File: src/rtl/irq_src_pkg.sv
package irq_src_pkg;

  // Strobes passed from control to datapath each cycle
  typedef struct packed {
    logic vwSet;    // drive virtual wire to active
    logic vwClr;    // return virtual wire to inactive
    logic pendSet;  // set pending request
    logic pendClr;  // clear pending request
  } condStrb_t;

  localparam int DefaultSyncStages = 2;

endpackage

File: src/rtl/irq_src_datapath.sv
module irq_src_datapath
  import irq_src_pkg::*;
#(
  parameter int SyncStages = DefaultSyncStages
) (
  input  logic      clk,
  input  logic      rstN,
  input  logic      padIn,
  input  logic      pinIsIrq,
  input  logic      cfgPolHigh,
  input  logic      cfgLevel,
  input  condStrb_t strb,
  output logic      combLvl,
  output logic      combPrev,
  output logic      vwireOn,
  output logic      reqPending
);

  localparam int LastStage = SyncStages - 1;

  logic [SyncStages-1:0] syncQ;
  logic padCond;
  logic vwLvl;

  // Pad synchronizer chain
  always_ff @(posedge clk or negedge rstN) begin
    if (!rstN) syncQ <= '0;
    else       syncQ <= {syncQ[SyncStages-2:0], padIn};
  end

  // GPIO mode forces a constant low contribution
  assign padCond = pinIsIrq & syncQ[LastStage];

  // Virtual wire drives the programmed active level, blocked in edge mode
  assign vwLvl = (vwireOn & cfgLevel) ? cfgPolHigh : ~cfgPolHigh;

  // Merge: either requester at the active level activates the source
  assign combLvl = cfgPolHigh ? (padCond | vwLvl) : (padCond & vwLvl);

  always_ff @(posedge clk or negedge rstN) begin
    if (!rstN) begin
      vwireOn    <= 1'b0;
      combPrev   <= 1'b0;
      reqPending <= 1'b0;
    end else begin
      if (strb.vwSet)      vwireOn <= 1'b1;
      else if (strb.vwClr) vwireOn <= 1'b0;
      combPrev <= combLvl;
      if (strb.pendSet)      reqPending <= 1'b1;
      else if (strb.pendClr) reqPending <= 1'b0;
    end
  end

  AST_GPIO_EDGE_QUIET: assert property (@(posedge clk) disable iff (!rstN)
    (!pinIsIrq && !cfgLevel) |-> !combLvl);

endmodule

File: src/rtl/irq_src_control.sv
module irq_src_control
  import irq_src_pkg::*;
(
  input  logic      intxAssert,
  input  logic      intxDeassert,
  input  logic      cfgPolHigh,
  input  logic      cfgLevel,
  input  logic      ack,
  input  logic      combLvl,
  input  logic      combPrev,
  output condStrb_t strb
);

  logic activeNow;
  logic activePrev;
  logic edgeHit;

  assign activeNow  = (combLvl == cfgPolHigh);
  assign activePrev = (combPrev == cfgPolHigh);
  assign edgeHit    = activeNow & ~activePrev;

  always_comb begin
    strb.vwSet = intxAssert;
    strb.vwClr = intxDeassert & ~intxAssert;  // assert wins
    if (cfgLevel) begin
      strb.pendSet = activeNow;
      strb.pendClr = ~activeNow;
    end else begin
      strb.pendSet = edgeHit;
      strb.pendClr = ack & ~edgeHit;         // new edge beats acknowledge
    end
  end

endmodule

File: src/rtl/irq_src_cond.sv
module irq_src_cond
  import irq_src_pkg::*;
#(
  parameter int SyncStages = DefaultSyncStages
) (
  input  logic clk,
  input  logic rstN,
  input  logic padIn,
  input  logic pinIsIrq,
  input  logic intxAssert,
  input  logic intxDeassert,
  input  logic cfgPolHigh,
  input  logic cfgLevel,
  input  logic ack,
  output logic reqPending,
  output logic senseLevel,
  output logic directRouteOk
);

  condStrb_t strb;
  logic combLvl;
  logic combPrev;
  logic vwireOn;

  irq_src_control u_ctrl (
    .intxAssert  (intxAssert),
    .intxDeassert(intxDeassert),
    .cfgPolHigh  (cfgPolHigh),
    .cfgLevel    (cfgLevel),
    .ack         (ack),
    .combLvl     (combLvl),
    .combPrev    (combPrev),
    .strb        (strb)
  );

  irq_src_datapath #(.SyncStages(SyncStages)) u_dp (
    .clk       (clk),
    .rstN      (rstN),
    .padIn     (padIn),
    .pinIsIrq  (pinIsIrq),
    .cfgPolHigh(cfgPolHigh),
    .cfgLevel  (cfgLevel),
    .strb      (strb),
    .combLvl   (combLvl),
    .combPrev  (combPrev),
    .vwireOn   (vwireOn),
    .reqPending(reqPending)
  );

  assign senseLevel    = cfgLevel;
  assign directRouteOk = cfgLevel;

  AST_ASSERT_WINS: assert property (@(posedge clk) disable iff (!rstN)
    intxAssert |=> vwireOn);

  AST_LEVEL_TRACK: assert property (@(posedge clk) disable iff (!rstN)
    cfgLevel |=> (reqPending == ($past(combLvl) == $past(cfgPolHigh))));

  AST_EDGE_HOLD: assert property (@(posedge clk) disable iff (!rstN)
    (!cfgLevel && reqPending && !ack) |=> reqPending);

  AST_ACK_CLEAR: assert property (@(posedge clk) disable iff (!rstN)
    (!cfgLevel && ack && (combLvl == combPrev)) |=> !reqPending);

endmodule

File: config.mk
export PLATFORM = sky130hd
export DESIGN_NAME = irq_src_cond
export DESIGN_NICKNAME = d
export VERILOG_FILES = /design/src/rtl/irq_src_pkg.sv /design/src/rtl/irq_src_datapath.sv /design/src/rtl/irq_src_control.sv /design/src/rtl/irq_src_cond.sv
export SDC_FILE = /design/constraint.sdc
export NUM_CORES = 1
export LEC_CHECK = 0
export ABC_CLOCK_PERIOD_IN_PS = 1300
export BUFFER_PORTS_ARGS = -buffer_cell sky130_fd_sc_hd__buf_2
export CAP_MARGIN = 20
export CORE_AREA = 2 2 39 41
export DETAILED_ROUTE_END_ITERATION = 8
export DIE_AREA = 0 0 41 43
export PLACE_DENSITY = 0.44
export SYNTH_ARGS = -nofsm -noshare
export SYNTH_HDL_FRONTEND = slang
export SYNTH_SLANG_ARGS = --single-unit
File: constraint.sdc
create_clock -name clk -period 1.3 [get_ports clk]
set_clock_uncertainty 0.2 [all_clocks]
set_input_delay 0.26 -clock clk [delete_from_list [all_inputs] [get_ports clk]]
set_output_delay 0.26 -clock clk [all_outputs]
set_load 0.02 [all_outputs]
==> metrics.txt <==
Ant. Diodes 0; Reg area 125 um2; Reg clk slew, reported paths roughly 0.04 ns; die area about 1800 um2; Synth Instances 18; Die Y-Extent between 40 and 50 um; IO Pins 12; Die Span X between 40 and 50 um; DRT Pass-1 Iters 2; Port Buffer Count 11; Setup violations, final 0; Placer Congestion 0.513; placed inst area between 200 and 300 um2; routed length per instance between 9 and 10 um; via count 199; Leak Pwr 0.157 nW; initial antenna violation count 0; postcts setup bufs 0; TritonCTS Buffers 3; footprint of the multi-input gates 57.6 um2; cells along the critical path buf_2; Detail Placement HPWL between 300 and 400 um; Worst VDD drop roughly 0.44 mV; FP Rows 14; Worst Setup Start Kind flip-flop; Mapped Avg Cell Area 11.4 um2; # H-tree levels 1; synth warn 0; Iter 0 DRT Violations 1; layout cells sized above 1 44.1%; Max clock buf depth 2; outcome finished, final reports clean; drt total wl about 470 um; drt drc 0; vias in the first global route 215; synthesized area 205 um2; register bit count reported by yosys 5; Hold Crit Class in -> reg; crit-path leading delay family flip-flops; Nets between 40 and 50; crit end category output pin; fin crit share 94.6%; Worst slew margin 87.8%; Total GRT Usage 8.20%; setup TNS 0 ns; post-route cell area roughly 320 um2; Req. time, crit path 0.84 ns; Yosys cell types 12; Worst EP arrival 0.77 ns; Tmin final 1.23 ns; clock sink count 5; total gr overflow 0; post-synthesis sequential area ratio between 60% and 70%; Initial Utilization ~15%; CP peak stage delay 0.37 ns; pre-CTS setup slack 0.199 ns; Slew @ Worst Pin roughly 0.18 ns; Final Hold Viols 0; crit-path max FO 2; max-capacitance violation count 0; Fillers 159; largest net degree at the start of global routing 9; worst-skew pair later-pin latency 0.24 ns; power per cell area 1280 nW/um2; core area between 1000 and 1500 um2; max frequency 813 MHz; vias per std cell roughly 4; Final Max Slew Viols 0; worst path bufs/invs 1; global-route wire length before repair 800 um; Post-Syn Nets 27; Layout Area Growth over Synthesis 56.7%; Worst Setup Slack, final between 0.07 and 0.08 ns; antenna viol nets, final 0; TritonCTS clock tree yes; RSZ-0062 raised after global routing no; CP max stage cell dfrtp_1; Crit Path Class reg -> out; Root Buffer clkbuf_4
-- path summary, 6_finish.rpt --
check	startpoint	end	slack, ns	cells after the start
min	cfgPolHigh	u_dp.reqPending	0.08	2
min in group asynchronous	rstN	u_dp.syncQ[0]	0.16	2
max in group asynchronous	rstN	u_dp.syncQ[1]	0.61	2
max	u_dp.reqPending	reqPending	0.07	1
min reg2reg	u_dp.syncQ[0]	u_dp.syncQ[1]	0.16	0
max reg2reg	u_dp.vwireOn	u_dp.reqPending	0.22	2
-- sequential cells by signal, indices dropped and copies added, names as in the netlist --
signal,cells
u_dp.combPrev,1
u_dp.reqPending,1
u_dp.syncQ,2
u_dp.vwireOn,1
-- placed cells by master, fill, tap and decap left out --
| master | n |
|---|---|
| dfrtp_1 | 5 |
| o21ai_0 | 1 |
| buf_2 | 11 |
| a21o_1 | 1 |
| nand2_1 | 1 |
| o2111ai_1 | 1 |
| clkbuf_1 | 1 |
| nor2_1 | 1 |
| a31o_2 | 1 |
| dlygate4sd3_1 | 3 |
| clkbuf_4 | 3 |
| inv_1 | 2 |
| a21oi_1 | 1 |
| o211ai_1 | 1 |
| a22oi_1 | 1 |
-- metal layers --
layer | global-route usage (%) | share of wire (%) | vias up
met2 | 12.2 | 43 | 14
met1 | 4.95 | 41 | 89
li1 | - | - | 94
met5 | 0 | 0 | -
met4 | 8.00 | 2.1 | 0
met3 | 7.85 | 13 | 2
-- Yosys cell counts --
cell type / count / area share (%)
o21ai_0: 1 / 2.4
a21o_1: 1 / 3.7
a22oi_1: 1 / 3.7
nand2_1: 1 / 1.8
dfrtp_1: 5 / 61
o2111ai_1: 1 / 4.3
buf_4: 2 / 7.3
nor2_1: 1 / 1.8
a31o_2: 1 / 4.3
o211ai_1: 1 / 3.7
inv_1: 2 / 3.7
a21oi_1: 1 / 2.4
-- cells by family (layout without fill, tap and decap cells) --
logic type | after synthesis | in the layout | synth area share, %
AOI/OAI and AO/OA | 7 | 7 | 24.4
DFF | 5 | 5 | 61.0
and+or+nand+nor | 2 | 2 | 3.66
buffers and inverters | 4 | 20 | 11.0
-- power breakdown --
group | switching [mW] | total [mW] | internal [mW]
Sequential | 0.00676 | 0.175 | 0.168
Clock | 0.0629 | 0.179 | 0.116
Combinational | 0.0288 | 0.0570 | 0.0282
-- final cells by class --
class	instances	area share, %
clock buffer	4	8.17
inverter	2	2.33
multi-input combinational	9	17.9
sequential	5	38.9
tap	16	6.23
timing repair buffer	14	26.5
-- through the flow --
stage	power, mW	std cells	util, %	hold WS, ns
after detailed placement	0.228	43	19.2	-0.125
final	0.410	50	23.2	0.0758
after CTS	0.418	50	23.2	0.0719
after floorplan	0.203	18	-	-0.236
after global placement	0.223	43	19.2	-0.126
after global routing	0.450	50	23.2	0.0814
-- repair_timing --
action | in CTS | in global routing
resized for setup | 0 | 0
hold endpoints to repair | 7 | 0
hold buffers | 3 | 0
Power figures use the tool's default switching activity.
